--- config.mk ---
export PLATFORM = sky130hd
export DESIGN_NAME = dma_fifo_port
export DESIGN_NICKNAME = d
export VERILOG_FILES = /design/src/rtl/dma_port_pkg.sv /design/src/rtl/dma_port_sync.sv /design/src/rtl/dma_port_decode.sv /design/src/rtl/dma_port_dreq.sv /design/src/rtl/dma_fifo_port.sv
export SDC_FILE = /design/constraint.sdc
export NUM_CORES = 1
export LEC_CHECK = 0
export BUFFER_PORTS_ARGS = -buffer_cell sky130_fd_sc_hd__buf_2
export CORE_AREA = 2 2 72 74
export DETAILED_ROUTE_END_ITERATION = 12
export DIE_AREA = 0 0 74 76
export GPL_TIMING_DRIVEN = 0
export PLACE_DENSITY = 0.77
export SLEW_MARGIN = 20
export SYNTH_ARGS = -nofsm -noshare
export SYNTH_HDL_FRONTEND = slang
export SYNTH_SLANG_ARGS = --single-unit
--- constraint.sdc ---
create_clock -name clk -period 1.7 [get_ports clk]
set_input_delay 0.34 -clock clk [delete_from_list [all_inputs] [get_ports clk]]
set_output_delay 0.34 -clock clk [all_outputs]
set_load 0.03 [all_outputs]
--- src/rtl/dma_port_pkg.sv ---
`timescale 1ns/1ps
// dma_port_pkg: shared control-field layout and types for the DMA port.
// Assumes a six-bit control field; positions are fixed because the
// software view decodes them.
package dma_port_pkg;
    localparam int CTRL_W      = 6;
    localparam int BIT_BURST   = 5;
    localparam int BIT_MODE_HI = 4;
    localparam int BIT_MODE_LO = 3;
    localparam int BIT_REWIND  = 2;
    localparam int BIT_ACK_POL = 1;
    localparam int BIT_REQ_POL = 0;

    typedef enum logic [1:0] {
        XFER_RDWR    = 2'b00,
        XFER_ACKONLY = 2'b01,
        XFER_SELECT  = 2'b10,
        XFER_NONE    = 2'b11
    } xfer_mode_e;

    typedef struct packed {
        logic       burst;
        xfer_mode_e mode;
        logic       ack_pol;
        logic       req_pol;
    } port_cfg_t;
endpackage

--- src/rtl/dma_port_sync.sv ---
`timescale 1ns/1ps
// dma_port_sync: multi-stage synchronizer for a bundle of async strobes.
// Assumes each bit is an independent level; STAGES must be at least 2.
module dma_port_sync #(
    parameter int               WIDTH     = 5,
    parameter int               STAGES    = 2,
    parameter logic [WIDTH-1:0] RESET_VAL = '0
) (
    input  logic             clk,
    input  logic             rst_n,
    input  logic [WIDTH-1:0] async_i,
    output logic [WIDTH-1:0] sync_o
);
    logic [STAGES-1:0][WIDTH-1:0] stage_q;

    // Shift the raw inputs through the synchronizer stages.
    always_ff @(posedge clk) begin
        if (!rst_n) begin
            stage_q <= {STAGES{RESET_VAL}};
        end else begin
            stage_q <= {stage_q[STAGES-2:0], async_i};
        end
    end

    assign sync_o = stage_q[STAGES-1];
endmodule

--- src/rtl/dma_port_decode.sv ---
`timescale 1ns/1ps
// dma_port_decode: turns synchronized strobes into read-start and
// write-done pulses for the selected decoding mode.
// Assumes inputs are already synchronized; the pulses are combinational
// and last one cycle because they come from level edges.
module dma_port_decode
    import dma_port_pkg::*;
(
    input  logic       clk,
    input  logic       rst_n,
    input  xfer_mode_e mode,
    input  logic       ack_pol,
    input  logic       ep_is_in,
    input  logic       dack_s,
    input  logic       rd_n_s,
    input  logic       wr_n_s,
    input  logic       sel_s,
    output logic       rd_start,
    output logic       wr_done,
    output logic       wr_strobe,
    output logic       window
);
    logic ack_act;
    logic rd_act;
    logic wr_act;
    logic rd_lvl;
    logic wr_lvl;
    logic rd_lvl_q;
    logic wr_lvl_q;

    assign ack_act = ack_pol ? dack_s : ~dack_s;
    assign rd_act  = ~rd_n_s;
    assign wr_act  = ~wr_n_s;

    // Form the read and write access levels for the active mode.
    always_comb begin
        rd_lvl = 1'b0;
        wr_lvl = 1'b0;
        window = 1'b0;
        case (mode)
            XFER_RDWR: begin
                rd_lvl = ack_act & rd_act;
                wr_lvl = ack_act & wr_act;
                window = ack_act;
            end
            XFER_ACKONLY: begin
                rd_lvl = ack_act & ~ep_is_in;
                wr_lvl = ack_act & ep_is_in;
                window = ack_act;
            end
            XFER_SELECT: begin
                rd_lvl = sel_s & rd_act;
                wr_lvl = sel_s & wr_act;
                window = sel_s & (rd_act | wr_act);
            end
            default: begin
                rd_lvl = 1'b0;
                wr_lvl = 1'b0;
                window = 1'b0;
            end
        endcase
    end

    // Remember last cycle's levels for edge detection.
    always_ff @(posedge clk) begin
        if (!rst_n) begin
            rd_lvl_q <= 1'b0;
            wr_lvl_q <= 1'b0;
        end else begin
            rd_lvl_q <= rd_lvl;
            wr_lvl_q <= wr_lvl;
        end
    end

    assign rd_start  = rd_lvl & ~rd_lvl_q;
    assign wr_done   = wr_lvl_q & ~wr_lvl;
    assign wr_strobe = wr_lvl;
endmodule

--- src/rtl/dma_port_dreq.sv ---
`timescale 1ns/1ps
// dma_port_dreq: request generator with per-transfer and whole-buffer
// styles plus output polarity. Assumes fill_level counts words and that a
// whole-buffer request is armed only by a rising ready flag.
module dma_port_dreq #(
    parameter int LEVEL_W   = 10,
    parameter int BUF_WORDS = 512
) (
    input  logic               clk,
    input  logic               rst_n,
    input  logic               burst,
    input  logic               req_pol,
    input  logic               buf_ready,
    input  logic               ep_is_in,
    input  logic [LEVEL_W-1:0] fill_level,
    input  logic               window,
    input  logic               close,
    output logic               dreq
);
    localparam logic [LEVEL_W-1:0] FULL_LVL = LEVEL_W'(BUF_WORDS);

    logic boundary;
    logic ready_q;
    logic burst_on;
    logic req_d;
    logic req_q;

    assign boundary = ep_is_in ? (fill_level >= FULL_LVL) : (fill_level == '0);

    // Track ready edges and the whole-buffer request state.
    always_ff @(posedge clk) begin
        if (!rst_n) begin
            ready_q  <= 1'b0;
            burst_on <= 1'b0;
        end else begin
            ready_q <= buf_ready;
            if (!buf_ready || boundary || close) begin
                burst_on <= 1'b0;
            end else if (!ready_q) begin
                burst_on <= 1'b1;
            end
        end
    end

    assign req_d = burst ? burst_on : (buf_ready & ~window);

    // Register the internal request.
    always_ff @(posedge clk) begin
        if (!rst_n) begin
            req_q <= 1'b0;
        end else begin
            req_q <= req_d;
        end
    end

    assign dreq = req_pol ? req_q : ~req_q;
endmodule

--- src/rtl/dma_fifo_port.sv ---
`timescale 1ns/1ps
// dma_fifo_port: DMA-side access port to one endpoint packet buffer.
// Assumes buf_rdata is valid the cycle after buf_rd_en and that the DMA
// data bus is stable while its write strobe is active and for three
// cycles after.
module dma_fifo_port
    import dma_port_pkg::*;
#(
    parameter int DATA_W      = 16,
    parameter int LEVEL_W     = 10,
    parameter int BUF_WORDS   = 512,
    parameter int SYNC_STAGES = 2
) (
    input  logic               clk,
    input  logic               rst_n,
    input  logic               ctrl_we,
    input  logic [CTRL_W-1:0]  ctrl_wdata,
    output logic [CTRL_W-1:0]  ctrl_rdata,
    input  logic               ep_is_in,
    input  logic               buf_ready,
    input  logic               buf_valid,
    input  logic [LEVEL_W-1:0] fill_level,
    input  logic               dma_dack,
    input  logic               dma_rd_n,
    input  logic               dma_wr_n,
    input  logic               dma_sel,
    input  logic               dma_tc,
    input  logic [DATA_W-1:0]  dma_wdata,
    output logic [DATA_W-1:0]  dma_rdata,
    output logic               dma_dreq,
    output logic               buf_rd_en,
    input  logic [DATA_W-1:0]  buf_rdata,
    output logic               buf_wr_en,
    output logic [DATA_W-1:0]  buf_wdata,
    output logic               buf_commit,
    output logic               rd_ptr_clr,
    output logic               wr_ptr_clr
);
    localparam int               N_STROBES  = 5;
    localparam logic [N_STROBES-1:0] STROBE_IDLE = 5'b00111;

    port_cfg_t             cfg_q;
    logic [N_STROBES-1:0]  strobes_s;
    logic                  dack_s, rd_n_s, wr_n_s, tc_s, sel_s;
    logic                  rd_start, wr_done, wr_strobe, window;
    logic                  rd_cap_q;
    logic [DATA_W-1:0]     rdata_q;
    logic [DATA_W-1:0]     wdata_q;

    // Hold the configuration fields; rewind is not stored.
    always_ff @(posedge clk) begin
        if (!rst_n) begin
            cfg_q <= '0;
        end else if (ctrl_we) begin
            cfg_q.burst   <= ctrl_wdata[BIT_BURST];
            cfg_q.mode    <= xfer_mode_e'(ctrl_wdata[BIT_MODE_HI:BIT_MODE_LO]);
            cfg_q.ack_pol <= ctrl_wdata[BIT_ACK_POL];
            cfg_q.req_pol <= ctrl_wdata[BIT_REQ_POL];
        end
    end

    // Assemble the read-back value with rewind forced to zero.
    always_comb begin
        ctrl_rdata                          = '0;
        ctrl_rdata[BIT_BURST]               = cfg_q.burst;
        ctrl_rdata[BIT_MODE_HI:BIT_MODE_LO] = cfg_q.mode;
        ctrl_rdata[BIT_ACK_POL]             = cfg_q.ack_pol;
        ctrl_rdata[BIT_REQ_POL]             = cfg_q.req_pol;
    end

    // Issue one-cycle pointer clears, steered by the valid flag.
    always_ff @(posedge clk) begin
        if (!rst_n) begin
            rd_ptr_clr <= 1'b0;
            wr_ptr_clr <= 1'b0;
        end else begin
            rd_ptr_clr <= ctrl_we & ctrl_wdata[BIT_REWIND] & buf_valid;
            wr_ptr_clr <= ctrl_we & ctrl_wdata[BIT_REWIND] & ~buf_valid;
        end
    end

    dma_port_sync #(
        .WIDTH     (N_STROBES),
        .STAGES    (SYNC_STAGES),
        .RESET_VAL (STROBE_IDLE)
    ) sync_i (
        .clk     (clk),
        .rst_n   (rst_n),
        .async_i ({dma_sel, dma_tc, dma_wr_n, dma_rd_n, dma_dack}),
        .sync_o  (strobes_s)
    );

    assign {sel_s, tc_s, wr_n_s, rd_n_s, dack_s} = strobes_s;

    dma_port_decode decode_i (
        .clk       (clk),
        .rst_n     (rst_n),
        .mode      (cfg_q.mode),
        .ack_pol   (cfg_q.ack_pol),
        .ep_is_in  (ep_is_in),
        .dack_s    (dack_s),
        .rd_n_s    (rd_n_s),
        .wr_n_s    (wr_n_s),
        .sel_s     (sel_s),
        .rd_start  (rd_start),
        .wr_done   (wr_done),
        .wr_strobe (wr_strobe),
        .window    (window)
    );

    // Gate access pulses by direction and register the buffer strobes.
    always_ff @(posedge clk) begin
        if (!rst_n) begin
            buf_rd_en  <= 1'b0;
            buf_wr_en  <= 1'b0;
            buf_commit <= 1'b0;
            rd_cap_q   <= 1'b0;
        end else begin
            buf_rd_en  <= rd_start & ~ep_is_in;
            buf_wr_en  <= wr_done & ep_is_in;
            buf_commit <= wr_done & ep_is_in & tc_s;
            rd_cap_q   <= buf_rd_en;
        end
    end

    // Latch the fetched word; blocked reads return zero.
    always_ff @(posedge clk) begin
        if (!rst_n) begin
            rdata_q <= '0;
        end else if (rd_start && ep_is_in) begin
            rdata_q <= '0;
        end else if (rd_cap_q) begin
            rdata_q <= buf_rdata;
        end
    end

    // Sample the DMA data bus while the write strobe is active.
    always_ff @(posedge clk) begin
        if (!rst_n) begin
            wdata_q <= '0;
        end else if (wr_strobe) begin
            wdata_q <= dma_wdata;
        end
    end

    assign dma_rdata = rdata_q;
    assign buf_wdata = wdata_q;

    dma_port_dreq #(
        .LEVEL_W   (LEVEL_W),
        .BUF_WORDS (BUF_WORDS)
    ) dreq_i (
        .clk        (clk),
        .rst_n      (rst_n),
        .burst      (cfg_q.burst),
        .req_pol    (cfg_q.req_pol),
        .buf_ready  (buf_ready),
        .ep_is_in   (ep_is_in),
        .fill_level (fill_level),
        .window     (window),
        .close      (buf_commit),
        .dreq       (dma_dreq)
    );
endmodule

After elaboration in Yosys (flattened, before gate mapping)
Cells that the tools add are included.
{"block": "op_classes", "add_sub_neg": 0, "mul": 0, "div_mod_pow": 0, "magnitude_cmp": 1, "eq_ne": 2, "shift": 0, "mux": 7, "bitwise_logic": 27, "n_reduce_logical": 9}
{"cell": "$and A1 B1 Y1", "count": 16}
{"cell": "$ge A10 B10 Y1 const B", "count": 1}
{"cell": "$logic_not A10 Y1", "count": 1}
{"cell": "$not A1 Y1", "count": 10}
{"cell": "$pmux W1 S3", "count": 2}
{"cell": "$reduce_or A2 Y1", "count": 3}
{"cell": "$mux W1", "count": 4}
{"cell": "$eq A2 B1 Y1 const B", "count": 1}
{"cell": "$eq A2 B2 Y1 const B", "count": 1}
{"cell": "$logic_not A2 Y1", "count": 1}
{"cell": "$logic_or A1 B1 Y1", "count": 2}
{"cell": "$pmux W1 S2", "count": 1}
{"cell": "$logic_and A1 B1 Y1", "count": 1}
{"cell": "$logic_not A1 Y1", "count": 1}
{"cell": "$or A1 B1 Y1", "count": 1}
{"block": "totals", "reg_bits": 58, "latchBits": 0, "ram_bits": 0, "romBits": 0, "input_bits": 59, "out_inout_bits": 44, "mem_count": 0}

Logic depth before layout (Yosys ltp)
{"block": "logic_depth", "word_depth": 8, "depth_mapped": 6}

Cells and area by module
A second synthesis with hierarchy kept.
{"block": "hier_totals", "hier_cells": 197, "hier_area_um2": 2175.8}
{"module": "dma_fifo_port", "n_inst": 1, "cells_per_inst": 136, "area_per_inst_um2": 1562.7, "seq_area_each_um2": 860.8}
{"module": "dma_port_sync", "n_inst": 1, "cells_per_inst": 25, "area_per_inst_um2": 300.3, "seq_area_each_um2": 200.2}
{"module": "dma_port_decode", "n_inst": 1, "cells_per_inst": 20, "area_per_inst_um2": 162.7, "seq_area_each_um2": 40.0}
{"module": "dma_port_dreq", "n_inst": 1, "cells_per_inst": 16, "area_per_inst_um2": 150.1, "seq_area_each_um2": 60.1}

Worst setup path after synthesis
No wires, ideal clock.
{"block": "synth_path", "path_kind": "reg2reg", "from": "register, netlist name ctrl_rdata[4]", "to": "register wdata_q[10] (netlist: buf_wdata[10])", "setup_time_ns": 0.119, "arrival_time_ns": 1.497, "required_time_ns": 1.581, "setup_slack_ns": 0.084, "stages_incl_launch_ff": 7, "path_buffers": 2, "cell_sequence": "dfxtp_1 > nand2_1 > o21a_1 > o32a_1 > buf_6 > buf_6 > mux2i_1"}
{"block": "synth_via", "elab_chain_len": 2}
{"element": "$eq A2 B2 Y1 (tied with other cells)", "line_no": "dma_port_decode.sv:40", "rtl": "case (mode)"}
{"element": "$pmux W1 S3 *", "line_no": "dma_port_decode.sv:40"}
{"element": "end signal: assignment", "line_no": "dma_fifo_port.sv:142", "rtl": "wdata_q <= dma_wdata;"}
{"element": "end: declaration", "line_no": "dma_fifo_port.sv:48", "rtl": "logic [DATA_W-1:0] wdata_q;"}
Every way passes the cells marked *; elsewhere a longest branch is shown, timed or not.
A chain may end at the register's enable or synchronous reset.

Worst setup path after layout
{"block": "layout_path", "from": "register sync_i.stage_q (netlist bit sync_i.sync_o[0])", "to": "register wdata_q[12] (netlist: buf_wdata[12])"}
{"block": "layout_via", "elab_chain_len": 4}
{"element": "start: declaration", "line_no": "dma_port_sync.sv:14", "rtl": "logic [STAGES-1:0][WIDTH-1:0] stage_q;"}
{"element": "start signal: assignment", "line_no": "dma_port_sync.sv:19", "rtl": "stage_q <= {STAGES{RESET_VAL}};"}
{"element": "start signal: assignment", "line_no": "dma_port_sync.sv:21", "rtl": "stage_q <= {stage_q[STAGES-2:0], async_i};"}
{"element": "$not A1 Y1", "line_no": "dma_port_decode.sv:31", "rtl": "assign ack_act = ack_pol ? dack_s : ~dack_s;"}
{"element": "$mux W1 *", "line_no": "dma_port_decode.sv:31"}
{"element": "$and A1 B1 Y1, on equally long branches", "line_no": "dma_port_decode.sv:48, dma_port_decode.sv:43"}
{"element": "$pmux W1 S3 *", "line_no": "dma_port_decode.sv:40"}
Marks and branches as above.

==> metrics list <==
- Post-synthesis cell type count: 32
* Post-route DRC: 0
- Summed over all instances, the cell type with the most area after synthesis is sky130_fd_sc_hd__dfxtp_1.
- The internal power of the cells totals 2.38 mW.
* Drt total wl: 4340 microns
- Gate count of the mapped netlist: 212
- The mapped netlist covers 2120 sq um.
- CP Data Arrival Time: 1.82 ns
- Summing the sequential cell areas from Yosys gives 54.7% of the chip area.
* Worst R2R Setup Slack: 0.08 ns
* Clock tree from TritonCTS: yes
- The flow ran to the end, and the final reports show no timing, DRC or antenna violations.
* Fraction of synthesized cell area taken by the top area cell type: 54.7%
- Placeable core region: 4910 sq um
- Measured on the finished design, the core utilization comes to 60.1%.
* Share of the clock period used by the worst path after layout: 95.1%
- Sorting the synthesized cells by how often they occur yields 58 x sky130_fd_sc_hd__dfxtp_1, 37 x sky130_fd_sc_hd__mux2i_1, 37 x sky130_fd_sc_hd__nand2_1, 24 x sky130_fd_sc_hd__nor2_1, 7 x sky130_fd_sc_hd__and2_1.
- Post-synthesis async set-or-reset flop share: 0%
* Largest net degree at the start of global routing: 11
* Per-cell via count in the routed design: 4.47
- The worst-case IR drop observed on VDD is 0.714 mV.
- Port buffering added 100 buffers.
* Most common flop cell mapped by yosys: sky130_fd_sc_hd__dfxtp_1
* Number of nets still failing antenna checks after routing: 0
- Die ar.: 5620 sq um
- Initial antenna violation count: 0
- Net switching is 22.1% of the power.
* Cell Pwr Density: 1030 nW/um^2
- Min-Delay Path Class: in2reg
* Power share of the combinational group: 8.8%
- The first routing iteration left 32 violations.
- Final-report hold violation count: 0
- From synthesis to final layout, the design area changed by 39.1%.
- The initial utilization of the core area, before any placement, comes to 43.2%.
* Fraction of power consumed by sequential logic: 46.4%
* Fin nets: 383
- Source of the worst hold timing path: buf_valid
- Endpoint, Worst Hold: wr_ptr_clr
* Routed length per placed instance: 10.9 microns
- Max Slew Vio Count: 0
- Synthesis inferred 58 register bits.
- The via count of the first global-routing pass was 1600.
- Worst clock skew: 0.00733 ns
* Critical path capture point type: register
- Number of cells traversed by the worst register-to-register path: 6
- From bottom edge to top edge, the die measures 76 microns.
- Detailed placement finished with a half-perimeter wire length of 3260 microns.
* Depth of the CTS H-tree: 3
* Die outline width: 74 microns
* Number of optimization iterations in the first detailed-route pass: 4
* Number of ports placed on the die boundary: 103
* # diodes: 0
- Maximum clock frequency: 619 MHz
* Core Rows: 26
* Reg-to-Reg End: buf_wdata[12]
* Last weighted congestion value of the routability-driven placer: 0.813
- Worst reg2reg path startpoint: sync_i.sync_o[0]
- The worst setup path is launched from a register.
- Averaged over all synthesized cells, the footprint is 10.0 sq um.
- Via count: 1782
- Yosys warning total: 0
- Transition time of the tightest slew-check pin: 0.716 ns
* Required time worst endpoint: 1.90 ns
- In this run the deepest clock path goes through 2 buffers.
- Number of buffers inserted during clock tree synthesis: 9
- Global-route wire length before repair: 6910 microns
- The routed design could run at a clock period as short as 1.62 ns.
- In the global route stage, overall resource usage came out at 15.8%.
- By startpoint and endpoint, the worst setup path is classified as reg2reg.
- Yosys instantiated no cell more often than sky130_fd_sc_hd__dfxtp_1.
- Insertion delay to the later sink of the worst-skew pair: 0.32 ns
* Headroom to the max-slew limit: 52.3%
- Clock slew at the register clock pins of the worst setup and hold paths: 0.07 ns
- Final setup viols: 0
- After synthesis, the cell types taking the most area are sky130_fd_sc_hd__dfxtp_1 55%, sky130_fd_sc_hd__mux2i_1 17%, sky130_fd_sc_hd__nand2_1 6.5%, sky130_fd_sc_hd__nor2_1 4.2%, sky130_fd_sc_hd__and2_1 2.1%.
- The tool flagged a number of max-cap violations equal to 0.
* Synthesized netlist net count: 271
- Net Sw Power: 0.676 mW
- The share of total power dissipated in the clock network is 44.8%.
- Clock root buffer: sky130_fd_sc_hd__clkbuf_8
- Share of final-layout standard cells stronger than drive strength 1: 38.9%
* Max FO, Critical Path: 10
* Post-synth EDFFs: 0
- Number of sinks driven by the clock tree: 58
- The analysis attributes to cell leakage a power of 1.48 nW.
* Worst-case hold slack: 0.187 ns
- Cell depth of the worst min-delay path: 2
* Grt total ovfl: 0
[cell type report]
cell class,instances,area (sq um)
buffer,15,93.8
clock buffer,11,141
clock inverter,5,77.6
fill,422,1960
inverter,4,15.0
multi-input combinational,135,867
sequential,58,1160
tap,70,87.6
timing repair buffer,101,508
[registers in the layout, summed over array words and instances (netlist names)]
signal             flops
buf_wdata             16
dma_rdata             16
ctrl_rdata             5
sync_i.stage_q         5
sync_i.sync_o          5
buf_commit             1
buf_rd_en              1
buf_wr_en              1
decode_i.rd_lvl_q      1
decode_i.wr_lvl_q      1
dreq_i.burst_on        1
dreq_i.ready_q         1
dreq_i.req_q           1
rd_cap_q               1
rd_ptr_clr             1
wr_ptr_clr             1
[kinds of logic after synthesis]
group,synth area share (%)
AO/OA/AOI/OAI,3.83
XOR/XNOR,1.24
buffers and inverters,5.13
flip-flops,54.7
multiplexers,17.5
other,0.177
AND/OR/NAND/NOR,17.5
[per-stage QoR]
step / area [sq um] / setup WS, ns / power [mW] / setup TNS [ns] / std cells
detailed placement: 2710 / -0.0592 / 1.71 / -0.566 / 382
global route: 2950 / -0.00467 / 3.18 / -0.00467 / 399
global placement: 2710 / -0.0387 / 1.71 / -0.357 / 382
CTS: 2930 / 0.0500 / 3.08 / 0 / 398
floorplan: 2120 / 0.0837 / 1.60 / 0 / 212
finish: 2950 / 0.0838 / 3.05 / 0 / 399
[worst max-delay path, cell delays in order (launching register included)]
cell and delay (ns):
sky130_fd_sc_hd__dfxtp_1 0.34, sky130_fd_sc_hd__xor2_2 0.18, sky130_fd_sc_hd__o21a_1 0.21, sky130_fd_sc_hd__o32a_1 0.31
sky130_fd_sc_hd__buf_6 0.15, sky130_fd_sc_hd__buf_6 0.16, sky130_fd_sc_hd__mux2i_1 0.13
[how the worst max path moves through the flow]
stage / end / startpoint / depth (start not counted)
final: buf_wdata[12] / sync_i.sync_o[0] / 6
after global routing: buf_wdata[12] / ctrl_rdata[1] / 6
after CTS: buf_wdata[12] / ctrl_rdata[1] / 6
after detailed placement: dma_rdata[10] / ep_is_in / 6
after global placement: dma_rdata[12] / ep_is_in / 6
after floorplan: buf_wdata[10] / ctrl_rdata[4] / 6
[power groups by stage]
stage	logic (mW)	registers (mW)	clock network, mW
finish	0.269	1.42	1.37
global route	0.298	1.42	1.46
CTS	0.266	1.42	1.40
detailed placement	0.265	1.45	0
global placement	0.260	1.44	0
floorplan	0.124	1.47	0
[cells in the final DEF (no fill, tap or decap), types with 2 or more instances in the layout]
cell,instances
sky130_fd_sc_hd__inv_1,3
sky130_fd_sc_hd__nor4_1,3
sky130_fd_sc_hd__clkbuf_1,3
sky130_fd_sc_hd__nor2_1,24
sky130_fd_sc_hd__mux2i_1,37
sky130_fd_sc_hd__bufinv_16,2
sky130_fd_sc_hd__buf_6,2
sky130_fd_sc_hd__nand2_1,37
sky130_fd_sc_hd__and2_1,7
sky130_fd_sc_hd__buf_4,6
sky130_fd_sc_hd__nand3_1,3
sky130_fd_sc_hd__clkbuf_8,10
sky130_fd_sc_hd__buf_1,3
sky130_fd_sc_hd__xnor2_1,2
sky130_fd_sc_hd__nand2b_1,6
sky130_fd_sc_hd__buf_2,103
sky130_fd_sc_hd__dfxtp_1,58
sky130_fd_sc_hd__clkinv_2,2
[routing by layer]
| layer | track usage [%] | up-vias | share of wire, % |
|---|---|---|---|
| li1 | - | 919 | - |
| met1 | 18.9 | 775 | 44 |
| met2 | 24.6 | 78 | 44 |
| met3 | 5.69 | 10 | 9.7 |
| met4 | 8.00 | 0 | 2.0 |
| met5 | 0 | - | 0 |
[what timing repair did]
action,4_1_cts,5_1_grt
endpoints found under the setup margin,0,16
hold endpoints to repair,0,0
resized for setup,0,2
setup buffers,0,1
hold buffers,0,0
No activity file was read; power rests on OpenSTA's default activity.
